**src/rtl/line_scan_gen.sv**
```systemverilog
module line_scan_gen #(
  parameter int LINES      = 64,
  parameter int PAGE_LINES = 8
) (
  input  logic                 clk,
  input  logic                 rst_n,
  input  logic                 line_en,
  input  logic [$clog2(LINES)-1:0] start_line,
  input  logic                 reverse,
  output logic                 frame_start,
  output logic [$clog2(LINES+1)-1:0] scan_step,
  output logic                 indicator,
  output logic [$clog2(LINES/PAGE_LINES+1)-1:0] page_addr,
  output logic [$clog2(PAGE_LINES)-1:0] page_line,
  output logic [$clog2(LINES+1)-1:0] row_addr,
  output logic [$clog2(LINES+1)-1:0] com_index,
  output logic [LINES:0]       com_sel
);
  localparam int LW    = $clog2(LINES);
  localparam int SW    = $clog2(LINES+1);
  localparam int PAGES = LINES / PAGE_LINES;
  localparam int PW    = $clog2(PAGES+1);
  localparam int LIW   = $clog2(PAGE_LINES);

  logic [SW-1:0] step_q;
  logic [LW-1:0] start_q;
  logic          rev_q;
  logic [LW-1:0] row;
  logic          last;

  assign last = step_q == SW'(LINES);

  always_ff @(posedge clk) begin
    if (!rst_n) begin
      step_q  <= '0;
      start_q <= '0;
      rev_q   <= 1'b0;
    end else if (line_en) begin
      if (last) begin
        step_q  <= '0;
        start_q <= start_line;
        rev_q   <= reverse;
      end else begin
        step_q <= step_q + SW'(1);
      end
    end
  end

  assign row         = start_q + step_q[LW-1:0];
  assign scan_step   = step_q;
  assign indicator   = last;
  assign frame_start = line_en && (step_q == '0);
  assign page_addr   = last ? PW'(PAGES) : PW'(row[LW-1:LIW]);
  assign page_line   = last ? '0 : row[LIW-1:0];
  assign row_addr    = last ? SW'(LINES) : SW'(row);
  assign com_index   = last  ? SW'(LINES) :
                       rev_q ? SW'(LINES-1) - step_q : step_q;

  for (genvar i = 0; i <= LINES; i++) begin : g_sel
    assign com_sel[i] = com_index == SW'(i);
  end
endmodule

```
**config.mk**
```make
export PLATFORM = sky130hd
export DESIGN_NAME = line_scan_gen
export DESIGN_NICKNAME = d
export VERILOG_FILES = /design/src/rtl/line_scan_gen.sv
export SDC_FILE = /design/constraint.sdc
export NUM_CORES = 1
export LEC_CHECK = 0
export BUFFER_PORTS_ARGS = -buffer_cell sky130_fd_sc_hd__clkbuf_2
export CORE_ASPECT_RATIO = 0.6
export CORE_MARGIN = 4
export CORE_UTILIZATION = 39
export CTS_CLUSTER_DIAMETER = 30
export DETAILED_ROUTE_END_ITERATION = 10
export PLACE_DENSITY = 0.88
export SLEW_MARGIN = 5
export SYNTH_ARGS = -nofsm -noshare
export SYNTH_HDL_FRONTEND = slang
export SYNTH_SLANG_ARGS = --single-unit
```
**constraint.sdc**
```tcl
create_clock -name clk -period 1.7 [get_ports clk]
set_clock_uncertainty 0.05 [all_clocks]
set_input_delay 0.17 -clock clk [delete_from_list [all_inputs] [get_ports clk]]
set_output_delay 0.17 -clock clk [all_outputs]
set_load 0.02 [all_outputs]
```
==> impl_metrics.ini, run 1 <==
[synth]
synth_top_cells_by_area = sky130_fd_sc_hd__dfxtp_1, sky130_fd_sc_hd__nor2_1, sky130_fd_sc_hd__a22oi_1
mappedNetlistArea_mm2 = 0.001695
synth_enable_flop_cells = 0
yosysTopAreaCellShare_pct = 16.53
post-synth-top-area-cell = sky130_fd_sc_hd__dfxtp_1
synth.avg_cell_area_um2 = 6.623
syn_inst = 256
ys.flop_type = sky130_fd_sc_hd__dfxtp_1
synth_nets = 274
synth-seq-area-share_pct = 16.53
synth_seq_cells = 14
synth_warnings = 0
number_of_distinct_library_cells_after_synthesis = 44
synth_async_sr_flop_share_pct = 0

[place]
dpl.cell_count = 445
port_buffers = 104
dpl_worst_slack_ps = -391.2
gp_congestion = 0.8826
detailed_place_hpwl_um = 5832

[floorplanning]
die_h_um = 59.07
std_cell_rows = 18
io_pins = 105
die_width_um = 93.12
start_util_pct = 40.91

[clock_tree]
numCtsBuffers = 3
htree_levels = 1
ctsHoldBuffers = 0
post_cts.resized_instances = 178
clock_sinks = 14
root_buffer = sky130_fd_sc_hd__clkbuf_8
post-cts-setup-buffer-count = 12
ctsLongestPathBuffers = 2

[outcome]
first-error = [ERROR DPL-0033] detailed placement checks failed during check placement.
outcome.stop_stage = clock tree synthesis (4_1_cts)
status = did not finish
==> metrics by stage <==
step	cell area (um2)	util, %
2_1_floorplan	2235	-
3_3_place_gp	3034	73.22
3_5_place_dp	3034	73.22
==> cells in the mapped netlist (3+ instances only) <==
| cell | count |
|---|---|
| sky130_fd_sc_hd__a21boi_0 | 3 |
| sky130_fd_sc_hd__mux2i_1 | 3 |
| sky130_fd_sc_hd__and2_1 | 4 |
| sky130_fd_sc_hd__xnor2_1 | 8 |
| sky130_fd_sc_hd__or2_1 | 7 |
| sky130_fd_sc_hd__nand2b_1 | 6 |
| sky130_fd_sc_hd__nand3_1 | 9 |
| sky130_fd_sc_hd__nand2_1 | 15 |
| sky130_fd_sc_hd__buf_2 | 8 |
| sky130_fd_sc_hd__and3b_1 | 3 |
| sky130_fd_sc_hd__nor3b_1 | 3 |
| sky130_fd_sc_hd__inv_1 | 5 |
| sky130_fd_sc_hd__nor2b_1 | 5 |
| sky130_fd_sc_hd__o21ai_0 | 4 |
| sky130_fd_sc_hd__dfxtp_1 | 14 |
| sky130_fd_sc_hd__nor2_1 | 73 |
| sky130_fd_sc_hd__buf_4 | 13 |
| sky130_fd_sc_hd__ha_1 | 7 |
| sky130_fd_sc_hd__clkbuf_1 | 8 |
| sky130_fd_sc_hd__nor3_1 | 4 |
| sky130_fd_sc_hd__and3_1 | 3 |
| sky130_fd_sc_hd__a22oi_1 | 15 |
| sky130_fd_sc_hd__o21ai_1 | 7 |
==> kinds of logic after synthesis <==
logic type,share of synthesized area [%]
AND/OR/NAND/NOR,41.77
multiplexers,1.771
XOR/XNOR,4.133
flip-flops,16.53
AO/OA/AOI/OAI,16.31
buffers and inverters,13.14
adder cells (fa/ha/maj),6.347
==> run 2, diff against run 1 <==
- CORE_ASPECT_RATIO: 0.6 -> unset
- CORE_UTILIZATION: 39 -> 40
- CTS_CLUSTER_DIAMETER: 30 -> unset
- PLACE_DENSITY: 0.88 -> unset
- PLACE_DENSITY_LB_ADDON: unset -> 0.15
- clock period: 1.7 -> 2.2 ns (I/O delays scaled with it)
==> impl_metrics.ini, run 2 <==
[routing]
aggregate_routed_wire_length_um = 5562
dr.first_iter.drc_count = 114
ant_nets = 0
drc = 0
detailedRoute.firstPassIterationCount = 4
via_density = 5.061
vias = 1999
routed_length_per_placed_instance_um = 14.08

[synth]
post-synth-top-area-cell = sky130_fd_sc_hd__dfxtp_1
synthMostInstantiatedCell = sky130_fd_sc_hd__nor2_1
synth-seq-area-share_pct = 16.53
number_of_distinct_library_cells_after_synthesis = 44
synth_top_cells_by_count = sky130_fd_sc_hd__nor2_1, sky130_fd_sc_hd__a22oi_1, sky130_fd_sc_hd__nand2_1, sky130_fd_sc_hd__dfxtp_1, sky130_fd_sc_hd__buf_4
synth_async_sr_flop_share_pct = 0
synth_enable_flop_cells = 0
synth_warnings = 0
ys.flop_type = sky130_fd_sc_hd__dfxtp_1
synth_top_cells_by_area = sky130_fd_sc_hd__dfxtp_1, sky130_fd_sc_hd__nor2_1, sky130_fd_sc_hd__a22oi_1
synth_nets = 274
synth.avg_cell_area_um2 = 6.623
syn_inst = 256
yosysTopAreaCellShare_pct = 16.53
synth_seq_cells = 14
mappedNetlistArea_mm2 = 0.001695

[timing]
final_hold_violation_count = 0
final-max-slew-violation-count = 0
post-route-min-period_ps = 2109
whs_ps = 137.0
max_slew_margin_pct = 63.00
post_route_fraction_of_the_period_consumed_by_the_critical_path_pct = 95.84
finalSetupViolations = 0
worst_slack_ps = 91.46
timing_limited_maximum_frequency_mhz = 474.3
worst_slew_pin_slew_ps = 555.0

[floorplanning]
die_area_mm2 = 0.005344
die_h_um = 73.11
start_util_pct = 41.78
fp.coreArea_mm2 = 0.004058
std_cell_rows = 23
die_width_um = 73.11
io_pins = 105

[cells_and_area]
post_route_cells_drive_above_1_share_pct = 45.51
layout_common_cells = sky130_fd_sc_hd__clkbuf_2, sky130_fd_sc_hd__nor2_1, sky130_fd_sc_hd__buf_4
nets = 364
area_growth_syn_to_layout_pct = 43.91
final_cell_count_no_fill = 395
multi_input_comb_area_mm2 = 0.001331
num-fill-cells = 400
num_antenna_cells = 0
largest_register_ff_count = 7
most_common_cell_after_layout_fill_and_taps_aside = sky130_fd_sc_hd__clkbuf_2
ff_latch_area_um2 = 299.0
fin_area_mm2 = 0.002440

[clock_tree]
numCtsBuffers = 3
clk_transition_reported_paths_ps = 60
tritoncts_clock_tree = yes
clk_latency_ps = 250
ctsLongestPathBuffers = 2
htree_levels = 1
clock_sinks = 14
root_buffer = sky130_fd_sc_hd__clkbuf_8

[critical_path]
critPathSlowestCell = sky130_fd_sc_hd__nor4_4
setup.reg_to_reg.worst_slack_ps = 470
start_kind = flop
worst-path-max-fanout = 15
cp_data_arrival_time_ps = 1840
path_class = reg -> out
worstReg2RegStart = scan_step[2]$_SDFFE_PN0P_
timing.reg2reg.worst_path_depth = 4
critPathCaptureType = primary output
timing.critical_path.from = scan_step[2]$_SDFFE_PN0P_
worstPathCellList = buf_6, nor4_4, nand3_4, buf_4, and2_1, clkbuf_2
cp_data_required_time_ps = 1930
critical_path.endpoint = page_line[0]
critical_path.max_stage_delay_ps = 400
reg2reg_to = scan_step[6]$_SDFFE_PN0P_

[worst_hold_path]
holdCritPathClass = in -> reg
holdCritStartpoint = start_line[4]

[global_route]
grt_first_pass_wirelength_um = 8542
grt_max_degree = 22
gr-total-overflow = 0
groute.usage.overall_pct = 19.80
grt_pass1_vias = 1712
antenna_found_initial = 0

[place]
gp_congestion = 0.7624
detailed_place_hpwl_um = 4100
dpl_worst_slack_ps = 70.39
port_buffers = 104
post_dp_cell_area_mm2 = 0.002163
dpl.cell_count = 385

[outcome]
status = completed

[power]
power_mw = 0.6598
worst_vdd_rail_ir_drop_v = 0.0003626
p_per_area_mw_per_mm2 = 270.4
power.leakage_nw = 1.170

[flow_run]
cap_violations = 0
run 2: cell counts after synthesis:
No cell type changed its count.
run 2: cells by family (layout without fill, tap and decap cells):
group / count (synthesis) / in the layout / synth area share [%]
AND/OR/NAND/NOR: 143 / 143 / 41.77
AO/OA/AOI/OAI: 41 / 41 / 16.31
buffers and inverters: 39 / 128 / 13.14
flip-flops: 14 / 14 / 16.53
adder cells (fa/ha/maj): 8 / 8 / 6.347
XOR/XNOR: 8 / 8 / 4.133
multiplexers: 3 / 3 / 1.771
run 2: report_power, final:
part           leakage (nW)  switching (mW)  internal [mW]  total, mW
Combinational          1.02          0.0890         0.0542      0.143
Sequential            0.118         0.00393          0.255      0.259
Clock                0.0288          0.0991          0.159      0.258
run 2: stage by stage:
stage	TNS, ps	util [%]
2_1_floorplan	-76.08	-
3_3_place_gp	0	53.31
3_5_place_dp	0	53.31
4_1_cts	0	57.05
5_1_grt	-29.01	60.13
6_report	0	60.13
run 2: routing by layer:
layer  global-route usage (%)  part of all wire, %
met2                    32.47                   47
met1                    27.86                   46
met5                        0                    0
met3                    1.653                  5.3
met4                    4.713                  1.0
run 2: worst min-delay path by stage:
stage	to	cells past startpoint
after global routing	start_q[1]$_SDFFE_PN0P_	3
after global placement	start_q[4]$_SDFFE_PN0P_	3
after floorplan	rev_q$_SDFFE_PN0P_	2
after detailed placement	start_q[4]$_SDFFE_PN0P_	3
final	start_q[4]$_SDFFE_PN0P_	3
after CTS	start_q[0]$_SDFFE_PN0P_	3
run 2: area by class of cell:
type | count | area share, %
tap | 50 | 2.564
sequential | 14 | 12.26
timing repair buffer | 118 | 26.92
inverter | 6 | 1.436
multi-input combinational | 203 | 54.56
clock buffer | 4 | 2.256
run 2: critical path: cells and delay by family (launching register included):
kind	cells	cell delay, ps
buffers and inverters	3	510
and+or+nand+nor	3	750
DFF	1	320
run 2: what timing repair did:
item                                   CTS  global route
gates resized for setup                 22            31
buffers inserted                         2             4
pin swaps                                3             4
hold buffers                             0             0
endpoints found under the hold margin    0             0
setup endpoints to repair               30            75
Note: power is estimated with default switching activity, not from simulation.
==> run 3, diff against run 2 <==
==> constraint.sdc (replaced) <==
create_clock -name clk -period 2.2 [get_ports clk]
set_clock_uncertainty 0.05 [all_clocks]
set_input_delay 0.11 -clock clk [delete_from_list [all_inputs] [get_ports clk]]
set_output_delay 0.11 -clock clk [all_outputs]
set_load 0.02 [all_outputs]
==> impl_metrics.ini, run 3 (synthesis results as in run 2) <==
[place]
gp_congestion = 0.8490
port_buffers = 104
post_dp_cell_area_mm2 = 0.002136
dpl_worst_slack_ps = 166.5
detailed_place_hpwl_um = 4079

[floorplanning]
die_h_um = 73.11
std_cell_rows = 23
fp.coreArea_mm2 = 0.004058
io_pins = 105
start_util_pct = 41.78
die_area_mm2 = 0.005344
die_width_um = 73.11

[global_route]
grt_max_degree = 22
gr-total-overflow = 0
grt_pass1_vias = 1703
groute.usage.overall_pct = 19.10
grt_first_pass_wirelength_um = 8259
antenna_found_initial = 0

[worst_hold_path]
holdCritPathClass = in -> reg

[timing]
finalSetupViolations = 0
post_route_fraction_of_the_period_consumed_by_the_critical_path_pct = 95.46
timing_limited_maximum_frequency_mhz = 476.2
whs_ps = 17.33
worst_slack_ps = 99.97
worst_slew_pin_slew_ps = 601.6
final_hold_violation_count = 0
max_slew_margin_pct = 59.89
final-max-slew-violation-count = 0
post-route-min-period_ps = 2100
setup-tns-final_ps = 0

[cells_and_area]
num-fill-cells = 401
largest_register_ff_count = 7
most_common_cell_after_layout_fill_and_taps_aside = sky130_fd_sc_hd__clkbuf_2
nets = 361
fin_area_mm2 = 0.002307
post_route_cells_drive_above_1_share_pct = 41.81
layout_common_cells = sky130_fd_sc_hd__clkbuf_2, sky130_fd_sc_hd__nor2_1, sky130_fd_sc_hd__nand2_1, sky130_fd_sc_hd__a22oi_1, sky130_fd_sc_hd__buf_4
multi_input_comb_area_mm2 = 0.001252
ff_latch_area_um2 = 291.5
post-route-util_pct = 56.86
num_antenna_cells = 0
area_growth_syn_to_layout_pct = 36.09

[routing]
drc = 0
routed_length_per_placed_instance_um = 13.55
detailedRoute.firstPassIterationCount = 4
ant_nets = 0
via_density = 5.074
dr.first_iter.drc_count = 135
vias = 1989
wl_met2_um = 2443
aggregate_routed_wire_length_um = 5310
top_signal_layer_used = met4
route.layer.met1.wl_um = 2470
met3RoutedLength_um = 365

[critical_path]
top_family_by_delay_on_critical_path = simple AND/OR/NAND/NOR gates
critical_path.max_stage_delay_ps = 390
start_kind = flop
critPathSlowestCell = sky130_fd_sc_hd__dfxtp_4
cp_data_required_time_ps = 2040
cp_data_arrival_time_ps = 1940
path_class = reg -> out
critPathCaptureType = primary output
worstPathCellList = buf_4, nor3_1, a22oi_1, or2_1, nor2_1, clkbuf_2
worstPathBufferInverterCount = 2
worst-path-max-fanout = 11

[power]
power.leakage_nw = 1.150
share_seq_of_total_power_pct = 40.3
p_per_area_mw_per_mm2 = 281.8
p_int_mw = 0.4660
combinationalPowerShare_pct = 20.6
switching_power_mw = 0.1843
clkPwrFrac_pct = 39.1
switching_share_pct = 28.34
worst_vdd_rail_ir_drop_v = 0.0003663

[clock_tree]
root_buffer = sky130_fd_sc_hd__clkbuf_8
numCtsBuffers = 3
clk_transition_reported_paths_ps = 60
ctsLongestPathBuffers = 2
htree_levels = 1
clock_sinks = 14
clk_latency_ps = 250
tritoncts_clock_tree = yes

[flow_run]
cap_violations = 0

[outcome]
status = completed
## run 3: cell types whose count changed in the layout (fill, tap and decap cells not counted), moves of 3 or more
cell / delta
sky130_fd_sc_hd__nor3b_2: +3
sky130_fd_sc_hd__buf_4: -5
sky130_fd_sc_hd__nand2b_2: -3
sky130_fd_sc_hd__nor3b_4: -3
sky130_fd_sc_hd__nand2b_1: +3
sky130_fd_sc_hd__clkbuf_2: +5
## run 3: what timing repair did
item	4_1_cts	5_1_grt
endpoints found under the setup margin	37	68
hold buffers	0	0
pin swaps	2	2
buffers inserted	2	4
gates resized for setup	12	16
## run 3: layer usage
metal  GRT usage [%]  vias up
li1                -     1011
met1           27.46      909
met2           30.69       64
met3           2.479        5
met4           3.074        0
met5               0        -
## run 3: power by group through the flow
stage	Combinational [mW]	Clock (mW)	Sequential, mW
global placement	0.122	0	0.267
CTS	0.125	0.258	0.262
floorplan	0.0867	0	0.269
detailed placement	0.123	0	0.268
finish	0.134	0.254	0.262
global route	0.147	0.272	0.262
## run 3: cell type report
| cell class | count | area share, % |
|---|---|---|
| tap | 50 | 2.712 |
| clock buffer | 4 | 2.386 |
| sequential | 14 | 12.64 |
| multi-input combinational | 203 | 54.28 |
| inverter | 6 | 1.193 |
| timing repair buffer | 115 | 26.79 |
## run 3: worst paths after layout
check                             from                        end  slack, ps  depth (start not counted)
max          scan_step[1]$_SDFFE_PN0P_                com_sel[63]        100                          6
max reg2reg  scan_step[2]$_SDFFE_PN0P_  scan_step[6]$_SDFFE_PN0P_        370                          5
min reg2reg    start_q[3]$_SDFFE_PN0P_    start_q[3]$_SDFFE_PN0P_        420                          2
min                      start_line[0]    start_q[0]$_SDFFE_PN0P_         20                          3
## run 3: through the flow
step	cells	power [mW]
after floorplan	256	0.3557
after global routing	392	0.6810
after detailed placement	382	0.3908
final	392	0.6502
after CTS	388	0.6448
after global placement	382	0.3889
## run 3: worst reg2reg max path, stage by stage, from the launching register on
cell	delay [ps]
sky130_fd_sc_hd__dfxtp_1	310
sky130_fd_sc_hd__buf_4	190
sky130_fd_sc_hd__nor4_4	370
sky130_fd_sc_hd__buf_4	180
sky130_fd_sc_hd__nand4_2	320
sky130_fd_sc_hd__and3_1	300
==> run 4, diff against run 3 <==
- CORE_MARGIN: 4 -> 2
- RECOVER_POWER: unset -> 100
==> impl_metrics.ini, run 4 (synthesis results as in run 2) <==
[global_route]
grt_max_degree = 22
groute.usage.overall_pct = 21.25
grt_util_met2_pct = 36.22
grt_first_pass_wirelength_um = 8625
antenna_found_initial = 0
grtUsageMet1_pct = 27.52
grt_pass1_vias = 1829
grt-busiest-layer = met2
grt_use_met3_pct = 3.655
gr-total-overflow = 0

[floorplanning]
io_pins = 105
start_util_pct = 42.08
fp.coreArea_mm2 = 0.004029
die_area_mm2 = 0.004776
die_width_um = 69.11
die_h_um = 69.11
std_cell_rows = 23

[power]
switching_share_pct = 29.63
switching_power_mw = 0.1812
power.leakage_nw = 0.9881
clkPwrFrac_pct = 35.8
power_mw = 0.6115
worst_vdd_rail_ir_drop_v = 0.0003185
p_int_mw = 0.4303
combinationalPowerShare_pct = 21.7
p_per_area_mw_per_mm2 = 274.9
share_seq_of_total_power_pct = 42.5

[clock_tree]
htree_levels = 1
clk_latency_ps = 250
root_buffer = sky130_fd_sc_hd__clkbuf_8
post-cts-setup-buffer-count = 0
ctsLongestPathBuffers = 2
ctsHoldBuffers = 0
clock_sinks = 14
clk_transition_reported_paths_ps = 60
numCtsBuffers = 3
tritoncts_clock_tree = yes

[cells_and_area]
largest_register_ff_count = 7
nets = 358
num_antenna_cells = 0
most_common_cell_after_layout_fill_and_taps_aside = sky130_fd_sc_hd__nor2_1
num-fill-cells = 447
post-route-util_pct = 55.22
fin_area_mm2 = 0.002225
layout_common_cells = sky130_fd_sc_hd__nor2_1, sky130_fd_sc_hd__clkbuf_2, sky130_fd_sc_hd__clkbuf_1
post_route_cells_drive_above_1_share_pct = 28.91
area_growth_syn_to_layout_pct = 31.22

[timing]
worst_slew_pin_slew_ps = 636.3
setup-tns-final_ps = 0
post_route_fraction_of_the_period_consumed_by_the_critical_path_pct = 96.02
timing_limited_maximum_frequency_mhz = 473.4
finalSetupViolations = 0
post-route-min-period_ps = 2113
max_slew_margin_pct = 57.58
final_hold_violation_count = 0
rsz0062_at_grt = true
final-max-slew-violation-count = 0

[critical_path]
worstPathCellList = ha_4, inv_1, fa_1, nor2b_2, o21ai_0, nor3b_1, nor3_2, clkbuf_2
critPathSlowestCell = sky130_fd_sc_hd__fa_1
cp_data_arrival_time_ps = 1950
worst-path-max-fanout = 3
timing.reg2reg.worst_path_depth = 8
start_kind = flop
critPathCaptureType = primary output
cp_data_required_time_ps = 2040
critical_path.max_stage_delay_ps = 380
worstReg2RegStart = scan_step[0]$_SDFFE_PN0P_
path_class = reg -> out
setup.reg_to_reg.worst_slack_ps = 280
reg2reg_to = scan_step[2]$_SDFFE_PN0P_

[worst_hold_path]
holdCritPathClass = in -> reg
min_to = start_q[0]$_SDFFE_PN0P_
holdCritStartpoint = start_line[0]
min_delay_path_depth = 3

[place]
port_buffers = 104
gp_congestion = 0.9000
post_dp_cell_area_mm2 = 0.002158
detailed_place_hpwl_um = 4080

[routing]
detailedRoute.firstPassIterationCount = 4
aggregate_routed_wire_length_um = 5263
ant_nets = 0
vias = 2015
dr.first_iter.drc_count = 119
routed_length_per_placed_instance_um = 13.53
via_density = 5.180
drc = 0

[outcome]
status = completed

[flow_run]
cap_violations = 0
-- run 4: cell types whose count changed in the layout (fill, tap and decap cells not counted), moves of 2 or more --
cell / change
sky130_fd_sc_hd__and2_1: -2
sky130_fd_sc_hd__clkbuf_1: +42
sky130_fd_sc_hd__or2_1: -6
sky130_fd_sc_hd__or2_0: +6
sky130_fd_sc_hd__o21ai_0: +5
sky130_fd_sc_hd__and2_0: +2
sky130_fd_sc_hd__clkbuf_2: -39
sky130_fd_sc_hd__o21ai_1: -5
sky130_fd_sc_hd__buf_4: -6
-- run 4: area by class of cell --
cell class	instances	area [um2]	share of cell area [%]
multi-input combinational	203	1261	56.69
timing repair buffer	112	536.8	24.13
sequential	14	294.0	13.22
tap	50	62.56	2.812
clock buffer	4	45.04	2.025
inverter	6	25.02	1.125
-- run 4: worst max path at each step --
stage / start / end / slack (ps) / cells after the start
6_report: scan_step[0]$_SDFFE_PN0P_ / page_addr[1] / 90 / 8
3_5_place_dp: scan_step[3]$_SDFFE_PN0P_ / row_addr[5] / 130 / 6
3_3_place_gp: scan_step[3]$_SDFFE_PN0P_ / page_addr[2] / 200 / 6
5_1_grt: scan_step[1]$_SDFFE_PN0P_ / row_addr[5] / -10 / 6
2_1_floorplan: scan_step[1]$_SDFFE_PN0P_ / row_addr[4] / 20 / 8
4_1_cts: start_q[0]$_SDFFE_PN0P_ / page_addr[1] / 2 / 8
-- run 4: power groups by stage --
stage | clock, mW | combinational [mW] | sequential [mW]
finish | 0.219 | 0.132 | 0.260
global route | 0.233 | 0.145 | 0.260
CTS | 0.222 | 0.132 | 0.261
detailed placement | 0 | 0.129 | 0.265
global placement | 0 | 0.128 | 0.265
floorplan | 0 | 0.0867 | 0.269
-- run 4: repair_timing --
item	4_1_cts	5_1_grt
endpoints found under the setup margin	21	65
resized for setup	13	19
pin swaps	1	4
-- run 4: stage by stage --
step,worst slack (ps),hold WS (ps),std cells
floorplan,17.56,192.6,256
global placement,197.1,281.0,385
detailed placement,134.5,283.7,385
CTS,2.059,22.85,389
global route,-14.99,30.48,389
finish,87.47,14.12,389
-- run 4: per-layer routing --
layer  wire length [um]  part of all wire [%]
met2               2472                    47
met4                 44                  0.84
met5                  0                     0
met3                365                   6.9
met1               2379                    45
-- run 4: worst max-delay path: cells and delay by family, from the launching register on --
kind,cells,cell delay (ps)
adder cells (fa/ha/maj),2,540
buffers and inverters,2,240
flip-flops,1,360
AO/OA/AOI/OAI,1,110
AND/OR/NAND/NOR,3,440
